## config.mk

```make
export PLATFORM = sky130hd
export DESIGN_NAME = blk_xfer_seq
export DESIGN_NICKNAME = d
export VERILOG_FILES = /design/src/rtl/blk_xfer_seq.sv
export SDC_FILE = /design/constraint.sdc
export NUM_CORES = 1
export LEC_CHECK = 0
export BUFFER_PORTS_ARGS = -buffer_cell sky130_fd_sc_hd__clkbuf_2
export CORE_MARGIN = 2
export CORE_UTILIZATION = 50
export DETAILED_ROUTE_END_ITERATION = 12
export HOLD_SLACK_MARGIN = 0.12
export PLACE_DENSITY_LB_ADDON = 0.1
export SLEW_MARGIN = 20
export SYNTH_ARGS = -nofsm -noshare
export SYNTH_HDL_FRONTEND = slang
export SYNTH_SLANG_ARGS = --single-unit
```

## constraint.sdc

```tcl
create_clock -name clk -period 6.17 [get_ports clk]
set_clock_uncertainty 0.05 [all_clocks]
set_input_delay 0.3085 -clock clk [delete_from_list [all_inputs] [get_ports clk]]
set_output_delay 0.3085 -clock clk [all_outputs]
set_load 0.01 [all_outputs]
```

## src/rtl/blk_xfer_seq.sv

```systemverilog
module blk_xfer_seq #(
  parameter int AW   = 32,
  parameter int NREG = 16,
  parameter int STEP = 4,
  localparam int RW  = $clog2(NREG)
) (
  input  logic          clk,
  input  logic          rst_n,
  input  logic          start,
  input  logic [AW-1:0] base_addr,
  input  logic [NREG-1:0] reg_mask,
  input  logic          pre_idx,
  input  logic          up_dir,
  input  logic          is_load,
  input  logic          wb_req,
  output logic          beat_valid,
  input  logic          beat_ready,
  output logic [RW-1:0] beat_reg,
  output logic [AW-1:0] beat_addr,
  output logic          beat_load,
  output logic          done,
  output logic          wb_we,
  output logic [AW-1:0] wb_base
);

  typedef enum logic [1:0] {S_IDLE, S_RUN, S_FIN} state_t;

  function automatic logic [RW:0] pop_count(input logic [NREG-1:0] m);
    logic [RW:0] c;
    c = '0;
    for (int i = 0; i < NREG; i++) c = c + (RW+1)'(m[i]);
    return c;
  endfunction

  function automatic logic [RW-1:0] low_index(input logic [NREG-1:0] m);
    logic [RW-1:0] idx;
    idx = '0;
    for (int i = NREG-1; i >= 0; i--) if (m[i]) idx = RW'(i);
    return idx;
  endfunction

  state_t          state;
  logic [NREG-1:0] remain;
  logic [AW-1:0]   addr_q;
  logic [AW-1:0]   final_q;
  logic            load_q;
  logic            wb_q;

  logic [AW-1:0] span;
  logic [AW-1:0] first_addr;
  logic          accept;
  logic          take;
  logic          last_beat;

  assign span       = AW'(pop_count(reg_mask)) * AW'(STEP);
  assign first_addr = up_dir ? (pre_idx ? base_addr + AW'(STEP) : base_addr)
                             : (pre_idx ? base_addr - span : base_addr - span + AW'(STEP));
  assign accept     = start && (state == S_IDLE);
  assign take       = beat_valid && beat_ready;
  assign last_beat  = (remain & (remain - 1'b1)) == '0;

  always_ff @(posedge clk or negedge rst_n) begin
    if (!rst_n) begin
      state   <= S_IDLE;
      remain  <= '0;
      addr_q  <= '0;
      final_q <= '0;
      load_q  <= 1'b0;
      wb_q    <= 1'b0;
    end else begin
      case (state)
        S_IDLE: if (accept) begin
          remain  <= reg_mask;
          addr_q  <= first_addr;
          final_q <= up_dir ? base_addr + span : base_addr - span;
          load_q  <= is_load;
          wb_q    <= wb_req && (reg_mask != '0);
          state   <= (reg_mask == '0) ? S_FIN : S_RUN;
        end
        S_RUN: if (take) begin
          remain <= remain & (remain - 1'b1);
          addr_q <= addr_q + AW'(STEP);
          if (last_beat) state <= S_FIN;
        end
        default: state <= S_IDLE;
      endcase
    end
  end

  assign beat_valid = (state == S_RUN);
  assign beat_reg   = low_index(remain);
  assign beat_addr  = addr_q;
  assign beat_load  = load_q;
  assign done       = (state == S_FIN);
  assign wb_we      = done && wb_q;
  assign wb_base    = final_q;

endmodule

```

## Word-level counts from Yosys, hierarchy flattened

Cells that the tools add are included.

- Output and inout bits: 72
- Register bits: 84
- Input port bits: 56
- Word-level logic and storage cells: 76

- Bitwise gates (word level): 1
- Equal/unequal tests: 5
- Reductions and logical operators: 12
- Add/sub/neg operators: 21
- Mux-type cells: 31

Operators by type and width:

| cell | count |
|---|---|
| 2-to-1 mux 32 bit | 6 |
| adder 32 x 3 -> 32 bit, second input constant | 3 |
| 2-to-1 mux 4 bit | 16 |
| one-hot mux 32 bit (2 select lines) | 1 |
| adder 5 x 1 -> 5 bit | 11 |
| adder 32 x 7 -> 32 bit | 1 |
| zero test 16 bit | 2 |
| 2-to-1 mux 16 bit | 2 |
| one-hot mux 16 bit (2 select lines) | 1 |
| subtractor 32 x 7 -> 32 bit | 1 |
| bitwise AND 16 bit | 1 |
| nonzero test 16 bit | 1 |
| subtractor 16 x 1 -> 16 bit, second input constant | 1 |
| 2-to-1 mux 2 bit | 4 |
| AND reduction 3 bit | 2 |
| adder 4 x 1 -> 5 bit | 1 |
| adder 3 x 1 -> 4 bit | 1 |
| logical AND 1 bit | 4 |
| inequality test 2 x 1 -> 1 bit, second input constant | 2 |
| one-hot mux 2 bit (2 select lines) | 1 |
| adder 2 x 1 -> 3 bit | 1 |
| adder 1 x 1 -> 2 bit | 1 |
| == test 2 x 1 -> 1 bit, second input constant | 1 |
| == test 2 bit, second input constant | 1 |
| 4 further kinds | 4 |

## Logic depth before layout (Yosys ltp)

Gate-level depths: netlist of the first run.

- Depth in word-level cells: 21
- Mapped depth: 24
- Mapped depth without buffers: 23

## Worst setup path before layout of the first run

Ideal clock, no wire load.

- Kind: input port to flip-flop
- Start: input port reg_mask[0]
- End: register addr_q[29], in the netlist beat_addr[29]
- Cell stages on the path: 20
- Data required time: 5.995 ns
- Buffers on the path: 0
- Library setup time: 0.125 ns
- Slack: -0.057 ns
- Arrival time: 6.051 ns
- Path through: inv_1 -> fa_1 -> fa_1 -> fa_1 -> fa_1 -> inv_1 -> ha_1 -> fa_1 -> a21o_1 -> and2_1 -> ha_1 -> nor2_1 -> o311ai_2 -> a211o_1 -> a2111oi_1 -> nand3b_1 -> nor4_2 -> nand3_1 -> xnor2_1 -> a2111oi_0

- Longest elaborated chain between the ends: 21

Ends and longest elaborated chain:

| element | line | RTL |
|---|---|---|
| start, declared | 11 | `input logic [NREG-1:0] reg_mask,` |
| adder 1 x 1 -> 2 bit (*) | 31 | `for (int i = 0; i < NREG; i++) c = c + (RW+1)'(m[i]);` |
| adder 2 x 1 -> 3 bit (*) | 31 |  |
| adder 3 x 1 -> 4 bit (*) | 31 |  |
| adder 4 x 1 -> 5 bit (*) | 31 |  |
| adder 5 x 1 -> 5 bit (*) (11 in a row) | 31 |  |
| subtractor 32 x 7 -> 32 bit (*) | 57 | `: (pre_idx ? base_addr - span : base_addr - span + AW'(STEP));` |
| adder 32 x 3 -> 32 bit | 57 |  |
| 2-to-1 mux 32 bit (*) | 57 |  |
| 2-to-1 mux 32 bit (*) | 56 | `assign first_addr = up_dir ? (pre_idx ? base_addr + AW'(STEP) : base_addr)` |
| 2-to-1 mux 32 bit (*) | 72 | `S_IDLE: if (accept) begin` |
| one-hot mux 32 bit (2 select lines) (*) | 71 | `case (state)` |
| end signal, assigned | 74 | `addr_q <= first_addr;` |
| end signal, assigned | 82 | `addr_q <= addr_q + AW'(STEP);` |
| end, declared | 44 | `logic [AW-1:0] addr_q;` |

Mark *: on every way between the ends. The rest lies on a longest branch, timed or not. The select of a mux whose other input is x is not followed.
A chain may end at the register's enable or synchronous reset.

## Worst setup path after layout of the first run

- Start: input port reg_mask[5]
- End: register addr_q[28], in the netlist beat_addr[28]

- Longest elaborated chain between the ends: 17

Ends and longest elaborated chain:

| element | line |
|---|---|
| adder 5 x 1 -> 5 bit (*) (11 in a row) | 31 |
| subtractor 32 x 7 -> 32 bit (*) | 57 |
| adder 32 x 3 -> 32 bit | 57 |
| 2-to-1 mux 32 bit (*) | 57 |
| 2-to-1 mux 32 bit (*) | 56 |
| 2-to-1 mux 32 bit (*) | 72 |
| one-hot mux 32 bit (2 select lines) (*) | 71 |

Marks and branches as above.

==> results of run 1 <==
-- worst max-delay path, cell delays in order --
cell and delay (ns):
clkbuf_2 0.09, inv_1 0.06, fa_1 0.59, fa_1 0.45, fa_1 0.48, fa_1 0.51
inv_1 0.05, ha_1 0.21, fa_1 0.44, a21o_1 0.21, and2_1 0.20, ha_4 0.32
nor2b_1 0.07, buf_4 0.15, nor3_1 0.14, buf_4 0.15, nand2_1 0.12, o32a_1 0.42
or4_4 0.58, a211oi_2 0.23, mux2i_1 0.27, a21oi_1 0.10
-- through the flow --
step / cell area [µm²] / instances / hold WS [ns]
4_1_cts: 9533 / 1416 / 0.1799
3_5_place_dp: 9169 / 1394 / 0.2181
3_3_place_gp: 9169 / 1394 / 0.2141
6_report: 9633 / 1418 / 0.1893
2_1_floorplan: 7879 / 1037 / -0.03709
5_1_grt: 9633 / 1418 / 0.2084
-- cell type report --
type / count / area, µm² / area share [%]
clock buffers: 11 / 242.7 / 2.520
clock inverters: 5 / 61.31 / 0.6364
inverters: 50 / 187.7 / 1.948
multi-input cells: 836 / 5416 / 56.23
flip-flops and latches: 84 / 2102 / 21.82
well taps: 211 / 264.0 / 2.741
repair buffers: 221 / 1359 / 14.11
-- layer usage --
| layer | track usage (%) | vias up |
|---|---|---|
| met5 | 0 | - |
| met4 | 7.211 | 0 |
| met2 | 48.24 | 397 |
| met1 | 47.18 | 4019 |
| li1 | - | 4069 |
| met3 | 6.152 | 32 |
-- where the power goes --
group | total [µW] | internal (µW) | leakage, µW | switching [µW]
registers | 1100 | 815 | 0.00102 | 282
clock network | 582 | 327 | 0.000150 | 255
logic | 2760 | 1180 | 0.00292 | 1580
total | 4440 | 2320 | 0.00409 | 2120
-- flip-flops by register name (all words and copies together) (netlist names) --
| name | flops |
|---|---|
| beat_addr | 32 |
| remain | 16 |
| beat_load | 1 |
| wb_q | 1 |
| state | 2 |
| wb_base | 32 |
-- Yosys cell counts, drive strengths merged, types with 11 or more instances --
cell / n
a21o: 12
a21oi: 74
buf: 11
clkbuf: 56
dfrtp: 84
fa: 12
ha: 20
inv: 48
nand2: 124
nand3: 50
nand4: 19
nor2: 80
nor3: 46
nor4: 27
o21ai: 85
o22ai: 18
or3: 22
xnor2: 60
xor2: 36
-- cell families (layout without fill, tap and decap cells) --
| family | Yosys count | after routing | share of synthesized area (%) |
|---|---|---|---|
| xor+xnor | 96 | 96 | 10.87 |
| buf+inv | 117 | 287 | 5.736 |
| fa+ha+maj | 34 | 34 | 6.483 |
| mux | 11 | 11 | 1.621 |
| simple gates | 423 | 423 | 26.84 |
| compound gates | 272 | 272 | 21.75 |
| flops | 84 | 84 | 26.70 |
-- what timing repair did --
| action | 4_1_cts | 5_1_grt |
|---|---|---|
| hold endpoints to repair | 36 | 0 |
| setup buffers | 0 | 2 |
| setup endpoints to repair | 0 | 12 |
| hold buffers | 6 | 0 |
| resized for setup | 0 | 13 |
-- worst min-delay path by stage --
stage	start	to	slack (ns)	depth (start not counted)
2_1_floorplan	rst_n	beat_addr[0]$_DFFE_PN0P_	-0.04	0
3_3_place_gp	rst_n	wb_base[5]$_DFFE_PN0P_	0.21	1
3_5_place_dp	rst_n	wb_base[6]$_DFFE_PN0P_	0.22	1
4_1_cts	reg_mask[2]	remain[2]$_DFFE_PN0P_	0.18	2
5_1_grt	reg_mask[2]	remain[2]$_DFFE_PN0P_	0.21	2
6_report	start	state[0]$_DFFE_PN0P_	0.19	3
==> summary.md, run 1 <==
| Metric | Value |
|---|---|
| Status | finished, final reports clean |
| WL final | roughly 26000 µm |
| Required time of the critical path | 6.36 ns |
| All-Layer GR Usage | 31.83% |
| Starting Density | about 51% |
| Met1 wire length | 12300 µm |
| Die Footprint | 16770 µm² |
| H-Tree Depth | 3 |
| CTS clk-pin slew, worst paths | 0.07 ns |
| Largest net degree at the start of global routing | 56 |
| DP HPWL | 19690 µm |
| Worst skew pair latency | 0.36 ns |
| Final Max Tran Viols | 0 |
| I/O pin count | between 100 and 150 |
| Area share of the leading cell type in the synthesized netlist | 26.70% |
| Worst setup path start | reg_mask[5] |
| Total CTS buffers | 9 |
| PD cells | 460.8 nW/µm² |
| Crit Path Class | input port to flip-flop |
| Sequential share of the synthesized area | 26.70% |
| Top layer reached by signal wires | met4 |
| GR Overflow Total | 0 |
| TritonCTS clock tree | done |
| CTS Buffer Depth | 2 |
| Drt drc | 0 |
| Metal2 WL | 11490 µm |
| Distinct cell type count after synthesis | 80 |
| GP Congestion | 0.9995 |
| Synthesized net count | 1125 |
| Metal3 WL | 2015 µm |
| Reg2reg setup slack | roughly 2.5 ns |
| Initial antenna violation count | 0 |
| Synth area leaders | dfrtp_1 (27%), xnor2_1 (6.5%), nand2_1 (5.9%), o21ai_0 (5.3%), a21oi_1 (4.7%) |
| Maxcap violations | 0 |
| Commonest non-fill, non-tap cell in the layout | clkbuf_2 |
| CTS Root Cell | clkbuf_16 |
| Avg WL per Cell | 18.45 µm |
| Row Count | 45 |
| Die X | 129.5 µm |
| First-pass GRT wire length | around 42000 µm |
| Worst hold path class | input port to flip-flop |
| Utilization after layout | 62.90% |
| Fillers | 1423 |
| Maximum VDD drop | 0.3637 mV |
| Critical Path Fanout Max | 4 |
| Fin. Hold Viols | 0 |
| 1st-iter DRT viols | 685 |
| R2r worst-path depth | 7 |
| Input/output buffers | between 100 and 150 |
| Final WS setup | 0.2213 ns |
| Die Span Y | 129.5 µm |
| Area Overhead vs Synth | 22.34% |
| Vias in the first global route | slightly below 8000 |
| Layout cells sized above 1 | between 20% and 30% |
| First drt pass iteration count | 6 |
| Crit end category | flip-flop |
| Critical Path Source Type | input port |
| Core region area | 15310 µm² |
| Number of synthesized register bits | 84 |
| Setup TNS | 0 ns |
| Synth Flop Type | dfrtp_1 |
| Post-synth EDFFs | 0 |
| R2r startpoint | state[0]$_DFFE_PN0P_ |
| Worst EP arrival | 6.14 ns |
| Total power | 4439 µW |
| Dpl ws | -0.1477 ns |
| Peak Freq | 168.1 MHz |
| Area leader, netlist | dfrtp_1 |
| Post-layout min period | 5.949 ns |
| Static Leak | 0.004091 µW |
| Tightest Pin Transition | 1.119 ns |
| DR vias/cell | 6.006 |
| Cells after Synth | 1037 |
| Crit path to | beat_addr[28]$_DFFE_PN0P_ |
| Final ANT Viol Nets | 0 |
| Syn avg cell area | 7.593 µm² |
| Synth warn | 0 |
| Final setup fails | 0 |
| Vias after detailed routing | 8517 |
| Most frequent cells in the layout | clkbuf_2 (126), nand2_1 (122), buf_4 (89) |
| Relative slew margins | 24.72% |
| Post-synthesis instance area | about 8000 µm² |
| N_diodes | 0 |
| Nets | 1290 |
| Ys async rst share | 100.0% |
| CTS Sinks | 84 |
| Fin crit share | a little over nine tenths |
| FF-to-FF End | beat_addr[13]$_DFFE_PN0P_ |
(Power assumes the default switching activity.)
==> run 2, diff against run 1 <==
- CORE_ASPECT_RATIO: unset -> 0.7
- MAX_ROUTING_LAYER: unset -> met4
==> run 2 against run 1 <==
Sequential share of layout area hardly changed; hold slack got worse by 0.048 ns; sequential power barely moved; clock power grew 2%; non-clock buffer count down 5; critical path depth unchanged; critical path type unchanged; highest routed layer unchanged.
==> summary.md, run 2 (synthesized netlist as in run 1, its figures left out) <==
| Metric | Value |
|---|---|
| First-pass GRT wire length | 42410 µm (+1.5%) |
| Row Count | 38 (-16%) |
| Required time of the critical path | 6.38 ns (+0.02 ns) |
| Worst hold path class | input port to flip-flop |
| H-Tree Depth | 3 (unchanged) |
| # Post-CTS Setup Buffers | 0 (unchanged) |
| CTS Buffer Depth | 2 (unchanged) |
| Relative slew margins | 30.78% (+6.1 points) |
| I/O pin count | 128 (unchanged) |
| Most frequent cells in the layout | clkbuf_2 (125), nand2_1 (122), o21ai_0 (84), dfrtp_1 (84), buf_4 (84) |
| Setup TNS | 0 ns (unchanged) |
| Critical Path Fanout Max | 4 (unchanged) |
| NetSw | 2179 µW (+2.9%) |
| RSZ-0062 raised after global routing | yes |
| TritonCTS clock tree | done |
| Area Overhead vs Synth | 22.07% |
| Final ANT Viol Nets | 0 (unchanged) |
| Die X | 154.0 µm (+19%) |
| Core region area | 15450 µm² (+0.90%) |
| Largest net degree at the start of global routing | 76 (+36%) |
| First drt pass iteration count | 6 (unchanged) |
| Buffers and inverters on the worst path | 6 (+1) |
| Input/output buffers | 127 (unchanged) |
| Final Max Tran Viols | 0 (unchanged) |
| Flop pwr share | 24.1% (-0.6 points) |
| CP dominant cell by count | fa_1 |
| 1st-iter DRT viols | 726 (+6.0%) |
| CTS Root Cell | clkbuf_16 |
| All-Layer GR Usage | 33.44% (+1.6 points) |
| Static Leak | 0.004080 µW (-0.28%) |
| Crit-path leading delay family | adder cells |
| Slowest-stage cell, CP | fa_1 |
| Starting Density | 50.96% (-0.46 points) |
| R2r worst-path depth | 7 (unchanged) |
| Hold-critical path depth | 2 (-1) |
| Maxcap violations | 0 (unchanged) |
| Initial antenna violation count | 0 (unchanged) |
| Vias after detailed routing | 8535 (+0.21%) |
| WL final | 27030 µm (+3.3%) |
| Worst EP arrival | 6.14 ns (about the same) |
| P_int | 2305 µW (-0.73%) |
| Final setup fails | 0 (unchanged) |
| Die Span Y | 109.0 µm (-16%) |
| Critical path cell sequence | clkbuf_2 -> inv_1 -> fa_1 -> fa_1 -> fa_1 -> fa_1 -> inv_1 -> ha_1 -> fa_2 -> xor2_2 -> inv_1 -> ha_1 -> buf_4 -> o311a_1 -> or3_1 -> a2111oi_4 -> nand3b_1 -> nor4_4 -> buf_4 -> xnor2_1 -> mux2i_1 -> a211oi_1 |
| Tightest Pin Transition | 1.029 ns (-0.09000 ns) |
| Status | finished, final reports clean |
| CTS clk-pin slew, worst paths | 0.07 ns (about the same) |
| Post-layout min period | 5.933 ns (-0.01557 ns) |
| Clock Power Share | 13.2% (about the same) |
| Crit-path max cell delay | 0.60 ns (about the same) |
| Critical Path Source Type | input port |
| Total power | 4484 µW (+1.0%) |
| Peak Freq | 168.5 MHz (+0.26%) |
| CTS Sinks | 84 (unchanged) |
| Commonest non-fill, non-tap cell in the layout | clkbuf_2 |
| Worst skew pair latency | 0.36 ns (about the same) |
| Drt drc | 0 (unchanged) |
| GP Congestion | 0.9710 (-2.9%) |
| N_diodes | 0 (unchanged) |
| WP depth | 22 (unchanged) |
| Avg WL per Cell | 19.28 µm (+4.5%) |
| Fin crit share | 96.16% (-0.25 points) |
| Die Footprint | 16780 µm² (about the same) |
| Nets | 1285 (-0.39%) |
| Crit Path Class | input port to flip-flop |
| Fin. Hold Viols | 0 (unchanged) |
| Layout cells sized above 1 | 22.21% (-0.16 points) |
| GR Overflow Total | 0 (unchanged) |
| Total CTS buffers | 9 (unchanged) |
| Vias in the first global route | 7713 (-0.62%) |
| Maximum VDD drop | 0.5644 mV (+55%) |
| Crit end category | flip-flop |
| Share of total power in combinational logic | 62.7% (+0.5 points) |
| DR vias/cell | 6.088 (+1.4%) |
| DP HPWL | 20600 µm (+4.6%) |
| PD cells | 466.5 nW/µm² (+1.2%) |
| Switching share of power | 48.60% (+0.89 points) |
run 2: path summary, 6_finish.rpt:
kind | to | slack [ns] | start
min in group asynchronous | remain[0]$_DFFE_PN0P_ | 0.38 | rst_n
worst min-delay path | wb_q$_DFFE_PN0P_ | 0.14 | wb_req
max in group asynchronous | beat_addr[28]$_DFFE_PN0P_ | 4.63 | rst_n
worst min register to register | wb_base[8]$_DFFE_PN0P_ | 0.43 | wb_base[8]$_DFFE_PN0P_
worst max register to register | beat_addr[15]$_DFFE_PN0P_ | 2.57 | state[1]$_DFFE_PN0P_
worst max-delay path | beat_addr[21]$_DFFE_PN0P_ | 0.24 | reg_mask[5]
run 2: per-stage QoR:
step	setup slack [ns]	hold WS, ns	utilization [%]	cell area, µm²	cells
CTS	0.1701	0.1291	61.62	9522	1402
floorplan	0.01801	-0.03709	-	7879	1037
global route	-0.03827	0.1433	62.20	9612	1402
detailed placement	-0.1664	0.2322	59.23	9153	1381
global placement	-0.1133	0.2293	59.23	9153	1381
finish	0.2368	0.1411	62.20	9612	1402
run 2: metal layers:
metal	vias up	wire length (µm)	track usage (%)
li1	4051	-	-
met4	0	496	9.613
met1	4021	12580	47.24
met3	35	2657	8.347
met5	-	0	-
met2	428	11300	47.41
run 2: repair_timing:
item,in CTS,in global routing
resized for setup,0,15
hold buffers,5,0
hold endpoints to repair,35,0
setup endpoints to repair,0,15
run 2: power groups by stage:
stage / combinational [µW] / sequential, µW / clock (µW)
6_report: 2810 / 1080 / 592
5_1_grt: 3100 / 1120 / 624
4_1_cts: 2720 / 1070 / 603
3_5_place_dp: 2700 / 1080 / 0
3_3_place_gp: 2660 / 1080 / 0
2_1_floorplan: 1590 / 1120 / 0
run 2: cell type report:
type                            instances  area (µm²)
Clock buffer                            9       225.2
Clock inverter                          7       93.84
Fill cell                            1469        5841
Inverter                               50       187.7
Multi-Input combinational cell        836        5421
Sequential cell                        84        2102
Tap cell                              200       250.2
Timing Repair Buffer                  216        1331
